**src/rtl/gstep_pkg.sv**
```systemverilog
package gstep_pkg;

  // width of the step-size select
  localparam int unsigned SEL_W = 2;

  // step size in code units: 1 << select
  function automatic int unsigned step_units(input logic [SEL_W-1:0] sel);
    return 32'd1 << sel;
  endfunction

  // decoded meaning of one complete step-clock pulse
  typedef enum logic [1:0] {
    PULSE_NONE  = 2'b00,
    PULSE_STEP  = 2'b01,
    PULSE_RESET = 2'b10
  } pulse_kind_e;

endpackage

```
**src/rtl/gstep_sync.sv**
```systemverilog
// Multi-stage synchronizer, one chain per bit.
module gstep_sync #(
  parameter int unsigned WIDTH  = 2,
  parameter int unsigned STAGES = 2
) (
  input  logic             clk_i,
  input  logic             rst_i,
  input  logic [WIDTH-1:0] async_i,
  output logic [WIDTH-1:0] sync_o
);

  logic [STAGES-1:0] chain_q [WIDTH];

  for (genvar b = 0; b < WIDTH; b++) begin : g_bit
    always_ff @(posedge clk_i) begin
      if (rst_i) begin
        chain_q[b] <= '0;
      end else if (STAGES == 1) begin
        chain_q[b] <= async_i[b];
      end else begin
        chain_q[b] <= {chain_q[b][STAGES-2:0], async_i[b]};
      end
    end
    assign sync_o[b] = chain_q[b][STAGES-1];
  end

endmodule

```
**src/rtl/gstep_pulse_decode.sv**
```systemverilog
// Finds the edges of the synchronized step clock, captures the direction
// at the rising edge and classifies the pulse at the falling edge.
module gstep_pulse_decode
  import gstep_pkg::*;
(
  input  logic        clk_i,
  input  logic        rst_i,
  input  logic        sclk_i,
  input  logic        sdat_i,
  output pulse_kind_e kind_o,
  output logic        dir_up_o
);

  logic sclk_prev_q;
  logic dat_at_rise_q;
  logic rise_w, fall_w;

  assign rise_w = sclk_i & ~sclk_prev_q;
  assign fall_w = ~sclk_i & sclk_prev_q;

  always_ff @(posedge clk_i) begin
    if (rst_i) begin
      sclk_prev_q   <= 1'b0;
      dat_at_rise_q <= 1'b0;
    end else begin
      sclk_prev_q <= sclk_i;
      if (rise_w) dat_at_rise_q <= sdat_i;
    end
  end

  always_comb begin
    kind_o = PULSE_NONE;
    if (fall_w) begin
      kind_o = (dat_at_rise_q == sdat_i) ? PULSE_STEP : PULSE_RESET;
    end
  end

  assign dir_up_o = dat_at_rise_q;

  // one decision per falling edge: never two in consecutive cycles
  p_single_decision_r8: assert property (@(posedge clk_i) disable iff (rst_i)
    (kind_o != PULSE_NONE) |=> (kind_o == PULSE_NONE));

  // a decision cycle is always followed by a low step clock sample
  p_decision_on_low_r8: assert property (@(posedge clk_i) disable iff (rst_i)
    (kind_o != PULSE_NONE) |=> !sclk_prev_q);

endmodule

```
**src/rtl/gstep_code_reg.sv**
```systemverilog
// Holds the gain code and applies saturated steps or the reset value.
module gstep_code_reg
  import gstep_pkg::*;
#(
  parameter int unsigned CODE_W = 6
) (
  input  logic              clk_i,
  input  logic              rst_i,
  input  pulse_kind_e       kind_i,
  input  logic              dir_up_i,
  input  logic [SEL_W-1:0]  sel_i,
  output logic [CODE_W-1:0] code_o
);

  localparam logic [CODE_W:0]   MAX_EXT  = {1'b0, {CODE_W{1'b1}}};
  localparam logic [CODE_W-1:0] CODE_MIN_GAIN = {CODE_W{1'b1}};

  logic [CODE_W-1:0] code_q, code_d;
  logic [CODE_W:0]   step_w, ext_w, sum_w, diff_w;

  always_comb begin
    step_w = (CODE_W+1)'(step_units(sel_i));
    ext_w  = {1'b0, code_q};
    sum_w  = ext_w + step_w;
    diff_w = ext_w - step_w;
    code_d = code_q;
    case (kind_i)
      PULSE_RESET: code_d = CODE_MIN_GAIN;
      PULSE_STEP: begin
        if (dir_up_i) begin
          code_d = (ext_w < step_w) ? '0 : diff_w[CODE_W-1:0];
        end else begin
          code_d = (sum_w > MAX_EXT) ? CODE_MIN_GAIN : sum_w[CODE_W-1:0];
        end
      end
      default: code_d = code_q;
    endcase
  end

  always_ff @(posedge clk_i) begin
    if (rst_i) code_q <= CODE_MIN_GAIN;
    else       code_q <= code_d;
  end

  assign code_o = code_q;

  p_reset_value_r1: assert property (@(posedge clk_i)
    rst_i |=> (code_q == CODE_MIN_GAIN));

  p_up_not_rising_r2: assert property (@(posedge clk_i) disable iff (rst_i)
    (kind_i == PULSE_STEP && dir_up_i) |=> (code_q <= $past(code_q)));

  p_down_not_falling_r3: assert property (@(posedge clk_i) disable iff (rst_i)
    (kind_i == PULSE_STEP && !dir_up_i) |=> (code_q >= $past(code_q)));

  p_floor_r5: assert property (@(posedge clk_i) disable iff (rst_i)
    (kind_i == PULSE_STEP && dir_up_i && ({1'b0, code_q} <= step_w))
      |=> (code_q == '0));

  p_ceiling_r6: assert property (@(posedge clk_i) disable iff (rst_i)
    (kind_i == PULSE_STEP && !dir_up_i && (sum_w >= MAX_EXT))
      |=> (code_q == CODE_MIN_GAIN));

  p_pattern_reset_r7: assert property (@(posedge clk_i) disable iff (rst_i)
    (kind_i == PULSE_RESET) |=> (code_q == CODE_MIN_GAIN));

  p_hold_idle_r8: assert property (@(posedge clk_i) disable iff (rst_i)
    (kind_i == PULSE_NONE) |=> $stable(code_q));

endmodule

```
**src/rtl/gain_stepper.sv**
```systemverilog
module gain_stepper
  import gstep_pkg::*;
#(
  parameter int unsigned CODE_W      = 6,
  parameter int unsigned SYNC_STAGES = 2
) (
  input  logic              clk_i,
  input  logic              rst_i,
  input  logic              step_clk_i,
  input  logic              step_dat_i,
  input  logic [SEL_W-1:0]  step_sel_i,
  output logic [CODE_W-1:0] gain_code_o
);

  logic [1:0]  sync_w;
  pulse_kind_e kind_w;
  logic        dir_up_w;

  gstep_sync #(
    .WIDTH (2),
    .STAGES(SYNC_STAGES)
  ) i_sync (
    .clk_i  (clk_i),
    .rst_i  (rst_i),
    .async_i({step_dat_i, step_clk_i}),
    .sync_o (sync_w)
  );

  gstep_pulse_decode i_decode (
    .clk_i   (clk_i),
    .rst_i   (rst_i),
    .sclk_i  (sync_w[0]),
    .sdat_i  (sync_w[1]),
    .kind_o  (kind_w),
    .dir_up_o(dir_up_w)
  );

  gstep_code_reg #(
    .CODE_W(CODE_W)
  ) i_code (
    .clk_i   (clk_i),
    .rst_i   (rst_i),
    .kind_i  (kind_w),
    .dir_up_i(dir_up_w),
    .sel_i   (step_sel_i),
    .code_o  (gain_code_o)
  );

endmodule

```
**config.mk**
```make
export PLATFORM = sky130hd
export DESIGN_NAME = gain_stepper
export DESIGN_NICKNAME = d
export VERILOG_FILES = /design/src/rtl/gstep_pkg.sv /design/src/rtl/gstep_sync.sv /design/src/rtl/gstep_pulse_decode.sv /design/src/rtl/gstep_code_reg.sv /design/src/rtl/gain_stepper.sv
export SDC_FILE = /design/constraint.sdc
export NUM_CORES = 1
export LEC_CHECK = 0
export BUFFER_PORTS_ARGS = -buffer_cell sky130_fd_sc_hd__buf_4
export CAP_MARGIN = 10
export CELL_PAD_IN_SITES_DETAIL_PLACEMENT = 0
export CELL_PAD_IN_SITES_GLOBAL_PLACEMENT = 1
export CORE_MARGIN = 4
export CORE_UTILIZATION = 44
export CTS_BUF_LIST = sky130_fd_sc_hd__clkbuf_8
export CTS_CLUSTER_SIZE = 10
export DETAILED_ROUTE_END_ITERATION = 16
export MAX_ROUTING_LAYER = met4
export PLACE_DENSITY = 0.83
export SLEW_MARGIN = 10
export SYNTH_ARGS = -nofsm -noshare
export SYNTH_HDL_FRONTEND = slang
export SYNTH_SLANG_ARGS = --single-unit
```
**constraint.sdc**
```tcl
create_clock -name clk_i -period 2.3 [get_ports clk_i]
set_input_delay 0.115 -clock clk_i [delete_from_list [all_inputs] [get_ports clk_i]]
set_output_delay 0.115 -clock clk_i [all_outputs]
set_load 0.01 [all_outputs]
```
Word level (Yosys, flattened, before mapping) --
Memory sizes are Yosys's and may differ from the RTL's. Index checks and enable logic that the tools add are counted.
Operators by class: eq/ne operators 3, add/subtract/negate cells 2, $lt $le $gt $ge 2, bitwise operators 6, multiplexer cells 11, reductions and logical operators 1, shift-type cells 1
Operators with widths (count):
- $mux W6 | 3
- $pmux W6 S2 | 1
- $mux W2 | 4
- $add A6 B7 Y7 | 1
- $gt A7 B6 Y1 const B | 1
- $lt A6 B7 Y1 | 1
- $shl A1 B2 Y7 const A | 1
- $sub A6 B6 Y6 | 1
- $mux W1 | 3
- $and A1 B1 Y1 | 2
- $eq A2 B1 Y1 const B | 1
- $eq A2 B2 Y1 const B | 1
- $not A1 Y1 | 2
- $or A1 B1 Y1 | 2
- $reduce_bool A2 Y1 | 1
- $eq A1 B1 Y1 | 1
Word-level totals: RAM bits 4, register bits 8, logic and storage cells 30, memories kept 1
Memory list:
- i_sync.chain_q | words 2, width 2, read ports 2, clocked after Yosys merged registers in 0, wr ports 2, line gstep_sync.sv:12 | logic [STAGES-1:0] chain_q [WIDTH];

Longest topological paths before layout --
word-level depth 6, mapped depth 9, mapped depth without buffers 9

Hierarchy --
A second synthesis with hierarchy kept.
Second synthesis, totals: cell total of the unflattened synthesis 121, area total of the unflattened synthesis 1016.0 sq um
By module, submodules not included:
- gstep_code_reg | cells an instance 100, times used 1, area an instance 795.8 sq um
- gstep_sync | cells an instance 10, times used 1, area an instance 120.1 sq um
- gstep_pulse_decode | cells an instance 11, times used 1, area an instance 100.1 sq um

Worst setup path before layout --
No wires, ideal clock.
path type register to register, start point register i_code.code_q[2] (netlist: i_code.code_o[2]), end point register i_code.code_q[5] (netlist: i_code.code_o[5]), stages on the path, launching flop included 8, arrival 1.812 ns, path buffers 1, slack 0.363 ns, period minus slack after synthesis 1.937 ns, setup time 0.125 ns, path through dfxtp_1 ha_1 buf_6 o21a_1 o31a_2 or4_4 a221oi_2 a21oi_1
On the way: word-level cells in the longest chain between the ends 5
Ends and longest elaborated chain:
- start: declaration | line gstep_code_reg.sv:18 | logic [CODE_W-1:0] code_q, code_d;
- start signal: assignment | line gstep_code_reg.sv:42 | else code_q <= code_d;
- $add A6 B7 Y7 | line gstep_code_reg.sv:24 | sum_w = ext_w + step_w;
- $gt A7 B6 Y1 | line gstep_code_reg.sv:33 | code_d = (sum_w > MAX_EXT) ? CODE_MIN_GAIN : sum_w[CODE_W-1:0];
- $mux W6 | line gstep_code_reg.sv:33
- $mux W6 (*) | line gstep_code_reg.sv:30 | if (dir_up_i) begin
- $pmux W6 S2 (*) | line gstep_code_reg.sv:27 | case (kind_i)
Mark *: on every way between the ends. The rest lies on a longest branch, timed or not. A chain may end at the register's enable or synchronous reset.

Worst setup path in the final report --
start point register i_code.code_q[1] (netlist: i_code.code_o[1]), end point register i_code.code_q[5] (netlist: i_code.code_o[5])
Same word-level chain as after synthesis.

==> load_flow_metrics.sql <==
INSERT INTO impl_metrics (metric_group, metric, value, unit) VALUES
('synth', 'yosys_register_bits', '12', ''),
('worst_setup_path', 'critical_path.startpoint_type', 'flip-flop', ''),
('worst_setup_path', 'cell_at_the_slowest_stage_of_the_critical_path', 'sky130_fd_sc_hd__or4_4', ''),
('synth', 'synthArstFlopShare', '0', '%'),
('global_route', 'gr-max-usage-layer', 'met2', ''),
('worst_setup_path', 'worst-endpoint-required', '2.43', 'ns'),
('worst_setup_path', 'critPathCaptureType', 'flip-flop', ''),
('global_route', 'met1_use_gr', '20.7', '%'),
('final_layout', 'drive_gt1_share', '17.5', '%'),
('synth', 'syn_inst', '109', ''),
('sta', 'final_min_period_over_clock_period', '87.5', '%'),
('synth', 'synthDistinctLibCells', '38', ''),
('synth', 'synth_enable_flop_cells', '0', ''),
('synth', 'mappedNetlistArea', '910', 'um^2'),
('global_route', 'grt_first_pass_wirelength', '3250', 'um'),
('sta', 'setup_ws', '0.289', 'ns'),
('clock_network', 'clock_tree.buffer_depth', '2', ''),
('synth', 'yosysWarningCount', '0', ''),
('clock_network', 'cts.root.buffer_cell', 'sky130_fd_sc_hd__clkbuf_8', ''),
('place', 'place.detailed.instances', '143', ''),
('worst_setup_path', 'critPathBufInv', '0', ''),
('global_route', 'groute.layer.met2.usage', '24.1', '%'),
('worst_setup_path', 'crit_fanout', '5', ''),
('synth', 'netlist.area_leader.share', '26.4', '%'),
('worst_setup_path', 'cp_cell_sequence', 'ha_1 > nor2b_4 > o31a_2 > or4_4 > a221oi_2 > a21oi_1', ''),
('place', 'place_hpwl', '1540', 'um'),
('power_and_ir_drop', 'peakVddDrop', '0.392', 'mV'),
('synth', 'top_cells_by_area_in_the_synthesized_netlist', 'sky130_fd_sc_hd__dfxtp_1, sky130_fd_sc_hd__ha_1, sky130_fd_sc_hd__nor2b_1, sky130_fd_sc_hd__fa_1, sky130_fd_sc_hd__nand2b_1', ''),
('global_route', 'number_of_antenna_violations_at_the_first_check_in_global_routing', '0', ''),
('route', 'detail_route.drc_violations', '0', ''),
('final_layout', 'areaGrowthSynthToFinish', '16.4', '%'),
('clock_network', 'tritoncts', 'built', ''),
('power_and_ir_drop', 'p_leak', '0.466', 'nW'),
('clock_network', 'cts-htree-levels', '1', ''),
('final_layout', 'layout.area.seq', '240', 'um^2'),
('power_and_ir_drop', 'power-per-cell-area', '517', 'nW/um^2'),
('place', 'finalWeightedCongestion', '0.848', ''),
('synth', 'synth-seq-area-share', '26.4', '%'),
('floorplanning', 'floorplan.die_area', '2860', 'um^2'),
('floorplanning', 'i_o_pin_cnt', '12', ''),
('worst_hold_path', 'min_path_cells', '2', ''),
('status', 'outcome', 'completed', ''),
('floorplanning', 'initial_core_util', '46.4', '%'),
('sta', 'max-slew-margin-rel', '66.9', '%'),
('route', 'drt_pass1_iterations', '4', ''),
('clock_network', 'post-cts-setup-buffer-count', '0', ''),
('clock_network', 'clkLatencyLatePin', '0.25', 'ns'),
('route', 'route.final.wire_length', '1980', 'um'),
('global_route', 'gr-usage-all-layers', '16.9', '%'),
('sta', 'worst-slew-pin-transition', '0.495', 'ns'),
('floorplanning', 'die-width', '53.5', 'um'),
('sta', 'finalClockSkew', '0.00567', 'ns'),
('sta', 'hold-worst-slack', '0.0813', 'ns'),
('synth', 'synth_top_cell_by_area', 'sky130_fd_sc_hd__dfxtp_1', ''),
('clock_network', 'cts.sink_count', '12', ''),
('final_layout', 'layout.core_utilization', '54.0', '%'),
('final_layout', 'filler_cell_count', '198', ''),
('sta', 'final_period_minus_worst_setup_slack', '2.01', 'ns'),
('final_layout', 'finalNonFillerCells', '147', ''),
('floorplanning', 'fp.dieH', '53.5', 'um'),
('worst_hold_path', 'worst_hold_path_type', 'primary input to flip-flop', ''),
('worst_setup_path', 'timing.critical_path.max_delay_family', 'simple AND/OR/NAND/NOR gates', ''),
('worst_setup_path', 'worst_ep_arrival_time', '2.14', 'ns'),
('sta', 'final_max_slew_violation_count', '0', ''),
('sta', 'timing.fmax', '0.497', 'GHz'),
('global_route', 'grt_pass1_vias', '718', ''),
('sta', 'totalNegativeSetupSlack', '0', 'ns'),
('floorplanning', 'fp.coreArea', '1960', 'um^2'),
('synth', 'ys_dominant_reg_cell', 'sky130_fd_sc_hd__dfxtp_1', ''),
('final_layout', 'multiInputGateArea', '613', 'um^2'),
('sta', 'setup_violations', '0', '');
[placed cells by master (no fill, tap or decap), types with 3 or more instances in the layout]
cell                       count
sky130_fd_sc_hd__buf_4        11
sky130_fd_sc_hd__nor2_1        9
sky130_fd_sc_hd__a31oi_1       4
sky130_fd_sc_hd__dfxtp_1      12
sky130_fd_sc_hd__nand2_1       5
sky130_fd_sc_hd__mux2i_1       3
sky130_fd_sc_hd__nor2b_1       7
sky130_fd_sc_hd__inv_1         9
sky130_fd_sc_hd__clkbuf_8      4
sky130_fd_sc_hd__ha_1          8
sky130_fd_sc_hd__o21ai_0       6
sky130_fd_sc_hd__a21oi_1       6
sky130_fd_sc_hd__nand2b_1      6
[cell families (layout without fill, tap and decap cells)]
| kind of cell | after synthesis | in the layout | synth area share, % |
|---|---|---|---|
| buffers and inverters | 13 | 24 | 6.19 |
| XOR/XNOR | 2 | 2 | 1.93 |
| AND/OR/NAND/NOR | 38 | 38 | 23.2 |
| multiplexers | 4 | 4 | 4.54 |
| AO/OA/AOI/OAI | 30 | 30 | 22.3 |
| flip-flops | 12 | 12 | 26.4 |
| adder cells (fa/ha/maj) | 10 | 10 | 15.4 |
[layout make-up]
cell class                 instances  share of cell area (%)
multi-input combinational         84                    57.9
inverter                           9                    3.19
timing repair buffer              11                    7.80
sequential                        12                    22.7
tap                               27                    3.19
clock buffer                       4                    5.20
[stage by stage]
stage / power [mW] / instance area (um^2)
after floorplan: 0.292 / 910
after global placement: 0.317 / 1000
after detailed placement: 0.318 / 1000
after CTS: 0.550 / 1060
after global routing: 0.571 / 1060
final: 0.547 / 1060
[power by group]
part,leakage (nW),internal (mW),switching (mW)
combinational,0.339,0.0445,0.0517
clock,0.0288,0.151,0.0818
sequential,0.0980,0.214,0.00443
[metal layers]
layer	vias to the layer above	routed length, um
met5	-	0
met4	0	62
met3	8	74
met2	14	857
met1	362	984
li1	405	-
[cell usage after synthesis, drive strengths merged, types with 2 or more instances]
master  count
dfxtp      12
inv         9
nor2        9
ha          8
nor2b       8
a21oi       6
nand2b      6
o21ai       6
nand2       5
a31oi       4
clkbuf      3
mux2i       3
fa          2
nand3       2
nor3        2
o21bai      2
xnor2       2
[final timing paths]
path / from / to / slack (ns)
min: step_clk_i / i_sync.chain_q[0][0] / 0.08
min reg2reg: i_sync.chain_q[1][0] / i_sync.chain_q[1][1] / 0.43
max reg2reg: i_code.code_o[1] / i_code.code_o[5] / 0.29
max: i_code.code_o[1] / i_code.code_o[5] / 0.29
[flip-flops by register name, indices dropped and copies added, names as in the netlist]
name,flops
i_decode.dir_up_o,1
i_code.code_o,6
i_sync.chain_q,4
i_decode.sclk_prev_q,1
[worst reg2reg max path: stages, from the launching register on]
cell,delay (ns)
sky130_fd_sc_hd__dfxtp_1,0.35
sky130_fd_sc_hd__ha_1,0.32
sky130_fd_sc_hd__nor2b_4,0.14
sky130_fd_sc_hd__o31a_2,0.32
sky130_fd_sc_hd__or4_4,0.49
sky130_fd_sc_hd__a221oi_2,0.22
sky130_fd_sc_hd__a21oi_1,0.06
Power figures use the tool's default switching activity.
